==> config.mk <==
export PLATFORM = sky130hd
export DESIGN_NAME = dac_chain_writer
export DESIGN_NICKNAME = d
export VERILOG_FILES = /design/src/rtl/dac_chain_pkg.sv /design/src/rtl/sclk_phase_timer.sv /design/src/rtl/chain_frame_packer.sv /design/src/rtl/chain_readback_check.sv /design/src/rtl/dac_chain_writer.sv
export SDC_FILE = /design/constraint.sdc
export NUM_CORES = 1
export LEC_CHECK = 0
export BUFFER_PORTS_ARGS = -buffer_cell sky130_fd_sc_hd__buf_4
export CORE_UTILIZATION = 63
export CTS_CLUSTER_DIAMETER = 60
export DETAILED_ROUTE_END_ITERATION = 8
export GPL_TIMING_DRIVEN = 1
export PLACE_DENSITY = 0.81
export SKIP_LAST_GASP = 1
export SYNTH_ARGS = -nofsm -noshare
export SYNTH_HDL_FRONTEND = slang
export SYNTH_HIERARCHICAL = 1
export SYNTH_SLANG_ARGS = --single-unit
export TNS_END_PERCENT = 1
==> constraint.sdc <==
create_clock -name clk -period 3.27 [get_ports clk]
set_input_delay 0.981 -clock clk [delete_from_list [all_inputs] [get_ports clk]]
set_output_delay 0.981 -clock clk [all_outputs]
set_load 0.05 [all_outputs]
==> src/rtl/dac_chain_pkg.sv <==
package dac_chain_pkg;

    localparam int WORD_W = 16;
    localparam int CODE_W = 10;
    localparam int PAD_HI = 4;
    localparam int PAD_LO = WORD_W - PAD_HI - CODE_W;

    typedef enum logic [2:0] {
        ST_IDLE,
        ST_LEAD,
        ST_HIGH,
        ST_LOW,
        ST_DESEL
    } ctl_state_t;

    // Filler bits and sub-LSB bits are driven to zero.
    function automatic logic [WORD_W-1:0] pack_word(input logic [CODE_W-1:0] c);
        return {{PAD_HI{1'b0}}, c, {PAD_LO{1'b0}}};
    endfunction

endpackage

==> src/rtl/sclk_phase_timer.sv <==
module sclk_phase_timer #(
    parameter int W = 8
) (
    input  logic         clk,
    input  logic         rst_n,
    input  logic         load,
    input  logic [W-1:0] load_val,
    output logic         expired
);

    logic [W-1:0] cnt;

    // A load of value V makes the phase last exactly V cycles (V >= 1).
    always_ff @(posedge clk or negedge rst_n) begin
        if (!rst_n) begin
            cnt <= '0;
        end else if (load) begin
            cnt <= load_val - W'(1);
        end else if (cnt != '0) begin
            cnt <= cnt - W'(1);
        end
    end

    assign expired = (cnt == '0);

endmodule

==> src/rtl/chain_frame_packer.sv <==
module chain_frame_packer
    import dac_chain_pkg::*;
#(
    parameter int MAX_DEV = 8,
    parameter int CNT_W   = $clog2(MAX_DEV + 1),
    parameter int FRAME_W = MAX_DEV * WORD_W
) (
    input  logic [MAX_DEV*CODE_W-1:0] codes,
    input  logic [CNT_W-1:0]          count,
    output logic [FRAME_W-1:0]        frame
);

    // Slot k (from the top) goes out k-th; it carries device count-1-k,
    // so the farthest device's word leads the frame.
    for (genvar k = 0; k < MAX_DEV; k++) begin : g_slot
        logic [WORD_W-1:0] slot;

        always_comb begin
            slot = '0;
            for (int d = 0; d < MAX_DEV; d++) begin
                if ((k < int'(count)) && (d == int'(count) - 1 - k)) begin
                    slot = pack_word(codes[d*CODE_W +: CODE_W]);
                end
            end
        end

        assign frame[FRAME_W-1-k*WORD_W -: WORD_W] = slot;
    end

endmodule

==> src/rtl/chain_readback_check.sv <==
module chain_readback_check #(
    parameter int FRAME_W = 128,
    parameter int CNT_W   = 4
) (
    input  logic             clk,
    input  logic             rst_n,
    input  logic             frame_start,
    input  logic             bit_strobe,
    input  logic             sdo_bit,
    input  logic             sdi_bit,
    input  logic             frame_end,
    input  logic             rb_en,
    input  logic [CNT_W-1:0] count,
    output logic             mismatch
);

    logic [FRAME_W-1:0] tx_log;
    logic [FRAME_W-1:0] rx_log;
    logic [FRAME_W-1:0] prev_tx;
    logic [CNT_W-1:0]   prev_cnt;
    logic               prev_valid;

    // Both logs are right-aligned, so equal counts compare bit for bit.
    always_ff @(posedge clk or negedge rst_n) begin
        if (!rst_n) begin
            tx_log <= '0;
            rx_log <= '0;
        end else if (frame_start) begin
            tx_log <= '0;
            rx_log <= '0;
        end else if (bit_strobe) begin
            tx_log <= {tx_log[FRAME_W-2:0], sdo_bit};
            rx_log <= {rx_log[FRAME_W-2:0], sdi_bit};
        end
    end

    always_ff @(posedge clk or negedge rst_n) begin
        if (!rst_n) begin
            prev_tx    <= '0;
            prev_cnt   <= '0;
            prev_valid <= 1'b0;
            mismatch   <= 1'b0;
        end else if (frame_end) begin
            if (rb_en) begin
                mismatch <= prev_valid && (prev_cnt == count) && (rx_log != prev_tx);
            end
            prev_tx    <= tx_log;
            prev_cnt   <= count;
            prev_valid <= 1'b1;
        end
    end

endmodule

==> src/rtl/dac_chain_writer.sv <==
module dac_chain_writer
    import dac_chain_pkg::*;
#(
    parameter int MAX_DEV = 8,
    parameter int HI_CYC  = 4,
    parameter int LO_CYC  = 4,
    parameter int GAP_W   = 8
) (
    input  logic                         clk,
    input  logic                         rst_n,
    input  logic                         start,
    input  logic [$clog2(MAX_DEV+1)-1:0] dev_count,
    input  logic [MAX_DEV*CODE_W-1:0]    codes,
    input  logic [GAP_W-1:0]             desel_min,
    input  logic                         readback_en,
    input  logic                         sdi,
    output logic                         sclk,
    output logic                         sdo,
    output logic                         cs_n,
    output logic                         busy,
    output logic                         done,
    output logic                         mismatch
);

    localparam int CNT_W   = $clog2(MAX_DEV + 1);
    localparam int FRAME_W = MAX_DEV * WORD_W;
    localparam int BIT_W   = $clog2(FRAME_W + 1);
    localparam int HI_EFF  = (HI_CYC < 1) ? 1 : HI_CYC;
    localparam int LO_EFF  = (LO_CYC < 1) ? 1 : LO_CYC;
    localparam int PH_MAX  = (HI_EFF > LO_EFF) ? HI_EFF : LO_EFF;
    localparam int PH_W    = $clog2(PH_MAX + 1);
    localparam int TMR_W   = (GAP_W > PH_W) ? GAP_W : PH_W;

    ctl_state_t         state, state_nxt;
    logic [FRAME_W-1:0] shreg;
    logic [FRAME_W-1:0] frame_img;
    logic [BIT_W-1:0]   bits_left;
    logic [GAP_W-1:0]   gap_q;
    logic [CNT_W-1:0]   cnt_q;
    logic               rb_q;
    logic [CNT_W-1:0]   cnt_eff;
    logic [GAP_W-1:0]   gap_eff;
    logic               tmr_load;
    logic [TMR_W-1:0]   tmr_val;
    logic               tmr_done;
    logic               sclk_q, cs_n_q, done_q;
    logic               accept, rise_edge, frame_end;

    // Device count clamped into 1..MAX_DEV, gap at least one cycle.
    always_comb begin
        if (dev_count == '0) begin
            cnt_eff = CNT_W'(1);
        end else if (int'(dev_count) > MAX_DEV) begin
            cnt_eff = CNT_W'(MAX_DEV);
        end else begin
            cnt_eff = dev_count;
        end
        gap_eff = (desel_min == '0) ? GAP_W'(1) : desel_min;
    end

    chain_frame_packer #(
        .MAX_DEV (MAX_DEV),
        .CNT_W   (CNT_W),
        .FRAME_W (FRAME_W)
    ) u_pack (
        .codes (codes),
        .count (cnt_eff),
        .frame (frame_img)
    );

    sclk_phase_timer #(
        .W (TMR_W)
    ) u_tmr (
        .clk      (clk),
        .rst_n    (rst_n),
        .load     (tmr_load),
        .load_val (tmr_val),
        .expired  (tmr_done)
    );

    // State register.
    always_ff @(posedge clk or negedge rst_n) begin
        if (!rst_n) begin
            state <= ST_IDLE;
        end else begin
            state <= state_nxt;
        end
    end

    // Next-state logic.
    always_comb begin
        state_nxt = state;
        unique case (state)
            ST_IDLE:  if (start)    state_nxt = ST_LEAD;
            ST_LEAD:  if (tmr_done) state_nxt = ST_HIGH;
            ST_HIGH:  if (tmr_done) state_nxt = ST_LOW;
            ST_LOW:   if (tmr_done) state_nxt = (bits_left == '0) ? ST_DESEL : ST_HIGH;
            ST_DESEL: if (tmr_done) state_nxt = ST_IDLE;
            default:  state_nxt = ST_IDLE;
        endcase
    end

    // Each new phase reloads the timer with its own length.
    always_comb begin
        tmr_load = (state_nxt != state);
        unique case (state_nxt)
            ST_HIGH:  tmr_val = TMR_W'(HI_EFF);
            ST_DESEL: tmr_val = TMR_W'(gap_q);
            default:  tmr_val = TMR_W'(LO_EFF);
        endcase
    end

    assign accept    = (state == ST_IDLE) && start;
    assign rise_edge = (state_nxt == ST_HIGH) && (state != ST_HIGH);
    assign frame_end = (state == ST_DESEL) && tmr_done;

    // Frame shift register and bit counter: shift on each falling edge.
    always_ff @(posedge clk or negedge rst_n) begin
        if (!rst_n) begin
            shreg     <= '0;
            bits_left <= '0;
            gap_q     <= GAP_W'(1);
            cnt_q     <= CNT_W'(1);
            rb_q      <= 1'b0;
        end else if (accept) begin
            shreg     <= frame_img;
            bits_left <= BIT_W'(int'(cnt_eff) * WORD_W);
            gap_q     <= gap_eff;
            cnt_q     <= cnt_eff;
            rb_q      <= readback_en;
        end else if ((state == ST_HIGH) && tmr_done) begin
            shreg     <= {shreg[FRAME_W-2:0], 1'b0};
            bits_left <= bits_left - BIT_W'(1);
        end
    end

    // Registered pin outputs, decoded from the state being entered.
    always_ff @(posedge clk or negedge rst_n) begin
        if (!rst_n) begin
            sclk_q <= 1'b0;
            cs_n_q <= 1'b1;
            done_q <= 1'b0;
        end else begin
            sclk_q <= (state_nxt == ST_HIGH);
            cs_n_q <= !((state_nxt == ST_LEAD) || (state_nxt == ST_HIGH) ||
                        (state_nxt == ST_LOW));
            done_q <= frame_end;
        end
    end

    chain_readback_check #(
        .FRAME_W (FRAME_W),
        .CNT_W   (CNT_W)
    ) u_rb (
        .clk         (clk),
        .rst_n       (rst_n),
        .frame_start (accept),
        .bit_strobe  (rise_edge),
        .sdo_bit     (shreg[FRAME_W-1]),
        .sdi_bit     (sdi),
        .frame_end   (frame_end),
        .rb_en       (rb_q),
        .count       (cnt_q),
        .mismatch    (mismatch)
    );

    assign sclk = sclk_q;
    assign cs_n = cs_n_q;
    assign sdo  = shreg[FRAME_W-1];
    assign busy = (state != ST_IDLE);
    assign done = done_q;

endmodule

==> flow_results.xml <==
<?xml version="1.0" encoding="UTF-8"?>
<metrics>
  <group name="detailed_routing">
    <metric name="avgRoutedWirePerCell" unit="um">31.9</metric>
    <metric name="firstDrtPassIters" unit="">9</metric>
    <metric name="ant_nets" unit="">0</metric>
    <metric name="via_count" unit="">30400</metric>
    <metric name="drt_drc_violations_left" unit="">1</metric>
    <metric name="drt-vias-per-instance" unit="">7.32</metric>
    <metric name="drt_iter0_markers" unit="">5083</metric>
    <metric name="drt_wl_total" unit="um">132000</metric>
  </group>
  <group name="cells_and_area">
    <metric name="final.fill_count" unit="">2954</metric>
    <metric name="register_area" unit="um^2">13800</metric>
    <metric name="multiInputGateArea" unit="um^2">15900</metric>
    <metric name="core_utilization_of_the_finished_layout" unit="%">74.7</metric>
    <metric name="fraction_of_layout_cells_with_a_size_suffix_above_1" unit="%">21.8</metric>
    <metric name="layout.nets" unit="">3551</metric>
    <metric name="area_growth_syn_to_layout" unit="%">17.3</metric>
    <metric name="final_design_area_excluding_fillers" unit="um^2">36500</metric>
    <metric name="finish.cell_count_without_fillers" unit="">4153</metric>
  </group>
  <group name="floorplan">
    <metric name="initial_util" unit="%">63.7</metric>
    <metric name="coreArea" unit="um^2">48800</metric>
    <metric name="io_pins" unit="">103</metric>
    <metric name="die_area" unit="um^2">50300</metric>
    <metric name="fp.dieW" unit="um">224</metric>
    <metric name="die_height" unit="um">224</metric>
    <metric name="rows" unit="">81</metric>
  </group>
  <group name="clocking">
    <metric name="post_cts_hold_buffer_count" unit="">0</metric>
    <metric name="htreeDepth" unit="">2</metric>
    <metric name="clockBufferDepth" unit="">3</metric>
    <metric name="later_pin_clock_latency_in_the_skew_report" unit="ps">630</metric>
    <metric name="root_buffer" unit="">clkbuf_16</metric>
    <metric name="cts_sinks" unit="">553</metric>
    <metric name="clock_buffers_created_by_tritoncts" unit="">57</metric>
    <metric name="cts.clk_slew.worst_paths" unit="ps">70</metric>
    <metric name="cts_tree" unit="">yes</metric>
  </group>
  <group name="setup_path">
    <metric name="worst_path_arrival" unit="ps">4320</metric>
    <metric name="critical_path.cell_chain" unit="">buf_6 -&gt; o21ba_4 -&gt; nor2_4 -&gt; inv_4 -&gt; ha_4 -&gt; xor2_4 -&gt; inv_4 -&gt; ha_1 -&gt; buf_4 -&gt; o21bai_1 -&gt; a21oi_1 -&gt; xnor2_1 -&gt; nor2_1 -&gt; mux2i_1 -&gt; a21oi_1 -&gt; a22oi_1 -&gt; nand2_1</metric>
    <metric name="timing.critical_path.from" unit="">dev_count[1]</metric>
    <metric name="worst-r2r-cell-count" unit="">8</metric>
    <metric name="cp_slowest_stage_delay" unit="ps">490</metric>
    <metric name="path_buf_inv" unit="">4</metric>
    <metric name="crit_path_start_kind" unit="">input pin</metric>
    <metric name="critical_path_required" unit="ps">3760</metric>
    <metric name="worstPathMaxFanout" unit="">6</metric>
    <metric name="timing.critical_path.slowest_stage_cell" unit="">nor2_1</metric>
    <metric name="regToRegEndpoint" unit="">u_tmr/cnt[5]</metric>
    <metric name="worst_setup_path_endpoint" unit="">shreg[75]</metric>
    <metric name="end_kind" unit="">register</metric>
    <metric name="regToRegSetupSlack" unit="ps">-180</metric>
    <metric name="worst-path-stages" unit="">17</metric>
    <metric name="worst_r2r_startpoint" unit="">u_tmr/cnt[5]</metric>
    <metric name="critical_path_class" unit="">input pin to register</metric>
    <metric name="path_delay_family" unit="">compound AO/OA/AOI/OAI gates</metric>
  </group>
  <group name="placed_design">
    <metric name="gp_congestion" unit="">1.20</metric>
    <metric name="placed_area" unit="um^2">34200</metric>
    <metric name="dpl.hpwl" unit="um">84400</metric>
    <metric name="post-place-cells" unit="">4038</metric>
    <metric name="number_of_i_o_port_buffers" unit="">102</metric>
  </group>
  <group name="sta">
    <metric name="period_minus_slack" unit="ps">3830</metric>
    <metric name="setup_violating_endpoint_count_in_the_final_report" unit="">82</metric>
    <metric name="post-route-worst-setup-slack" unit="ps">-560</metric>
    <metric name="clock_skew" unit="ps">18.8</metric>
    <metric name="slew_violations" unit="">0</metric>
    <metric name="min_period_over_period" unit="%">117</metric>
    <metric name="fmax" unit="MHz">261</metric>
    <metric name="slew_of_the_pin_with_the_lowest_slew_margin" unit="ps">936</metric>
    <metric name="relative_slew_slack" unit="%">37.5</metric>
    <metric name="timing.setup.tns" unit="ps">-24030</metric>
    <metric name="timing.final.hold_violations" unit="">0</metric>
    <metric name="rsz0062_at_grt" unit="">yes</metric>
  </group>
  <group name="logic_synthesis">
    <metric name="syn-instance-count" unit="">3216</metric>
    <metric name="synth_warnings" unit="">6</metric>
    <metric name="synthesis.area" unit="um^2">31100</metric>
    <metric name="synth.cells.most_frequent" unit="">dfrtp_1 (550), nand2_1 (394), nor2_1 (354), mux2i_1 (266), clkbuf_1 (159)</metric>
    <metric name="synthFlopType" unit="">dfrtp_1</metric>
    <metric name="synth.yosys.seq_area_share" unit="%">44.5</metric>
    <metric name="syn_area_per_cell" unit="um^2">9.68</metric>
    <metric name="seq_cells_post_synth" unit="">553</metric>
    <metric name="synth_area_leaders" unit="">dfrtp_1 (44%), mux2i_1 (8.6%), mux2_2 (5.1%)</metric>
    <metric name="ys_async_sr_fraction" unit="%">100</metric>
    <metric name="synth.top_cell.area_share" unit="%">44.2</metric>
    <metric name="synth_enable_flop_cells" unit="">0</metric>
    <metric name="synth_area_leader_cell" unit="">dfrtp_1</metric>
    <metric name="leading_cell_type_by_number_of_instances_after_synthesis" unit="">dfrtp_1</metric>
    <metric name="yosysUniqueCellTypes" unit="">90</metric>
  </group>
  <group name="status">
    <metric name="violations" unit="">DRC, setup timing</metric>
    <metric name="run_status" unit="">finished, violations left</metric>
  </group>
  <group name="power_and_ir_drop">
    <metric name="ir_worst_vdd" unit="uV">578</metric>
    <metric name="cellPowerDensity" unit="nW/um^2">755</metric>
    <metric name="leakage" unit="uW">0.0161</metric>
    <metric name="design_power_total" unit="uW">27600</metric>
  </group>
  <group name="flow_run">
    <metric name="maxCapViolations" unit="">0</metric>
  </group>
  <group name="global_routing">
    <metric name="grt_antenna_before_repair" unit="">14</metric>
    <metric name="grt_start_max_net_pins" unit="">123</metric>
    <metric name="wire_length_of_the_first_global_routing_pass" unit="um">192000</metric>
    <metric name="overall_global_routing_resource_usage" unit="%">51.8</metric>
    <metric name="globalRoute.totalOverflow" unit="">0</metric>
    <metric name="grt_pass1_vias" unit="">29500</metric>
  </group>
  <group name="worst_hold_path">
    <metric name="class_of_the_tightest_hold_or_removal_check" unit="">input pin to asynchronous set/reset pin</metric>
  </group>
</metrics>
## final cells by class
cell class | count | area share [%]
Multi-Input combinational cell | 2341 | 43.5
Sequential cell | 553 | 37.9
Timing Repair Buffer | 445 | 10.1
Clock buffer | 74 | 4.39
Tap cell | 664 | 2.28
Clock inverter | 29 | 1.31
Inverter | 41 | 0.456
Antenna cell | 6 | 0.0411
## through the flow
step                      worst slack [ps]  hold WS, ps
after floorplan                       -912          438
after global placement               -1080          450
after detailed placement             -1180          458
after CTS                             -440          339
after global routing                  -584          338
final                                 -560          286
## worst min path at each step
stage,start,endpoint,slack (ps)
after detailed placement,shreg[72],shreg[72],460
after CTS,rst_n,u_tmr/cnt[1],340
after floorplan,gap_q[2],gap_q[2],440
after global placement,shreg[63],shreg[63],450
final,rst_n,u_tmr/cnt[2],290
after global routing,rst_n,u_tmr/cnt[1],340
## power by group
group          total, uW  switching (uW)  internal (uW)  leakage (uW)
Combinational       8190            5120           3080       0.00791
Sequential         12100            2820           9270       0.00712
Clock               7300            2960           4340       0.00102
Total              27600           10900          16700        0.0161
## logic make-up after synthesis
kind of cell    share of synthesized area [%]
compound gates                           17.5
xor+xnor                                 4.19
fa+ha+maj                               0.603
buf+inv                                  5.77
flops                                    44.5
mux                                      14.2
other cells                            0.0120
simple gates                             13.3
## flip-flops by register name, summed over array words and instances (netlist names), 8 cells and up
register and cells:
u_rb/tx_log 128, bits_left 8, u_rb/rx_log 128, gap_q 8, shreg 128, u_rb/prev_tx 128, u_tmr/cnt 8
## cell usage in the layout (no fill, tap or decap), types with 59 or more instances in the layout
cell type and instances:
dfrtp_1 550, buf_4 412, nand2_1 394, nor2_1 351, mux2i_1 266, a22oi_1 150
mux2_2 142, a21oi_1 138, xnor2_1 137, o21ai_0 82, o22ai_1 61, clkbuf_16 59
## what timing repair did
item,in CTS,in global routing
gates resized for setup,11,13
buffers inserted,3,1
endpoints found under the setup margin,78,84
pin swaps,10,9
gates cloned,0,2
## routing by layer
| layer | share of wire [%] | GRT usage [%] | up-vias |
|---|---|---|---|
| met4 | 8.7 | 35.8 | 14 |
| met2 | 43 | 77.4 | 2864 |
| met3 | 13 | 17.6 | 852 |
| met1 | 35 | 63.4 | 14800 |
| met5 | 0.072 | 0 | - |
| li1 | - | - | 11900 |
Note: power is estimated with default switching activity, not from simulation.
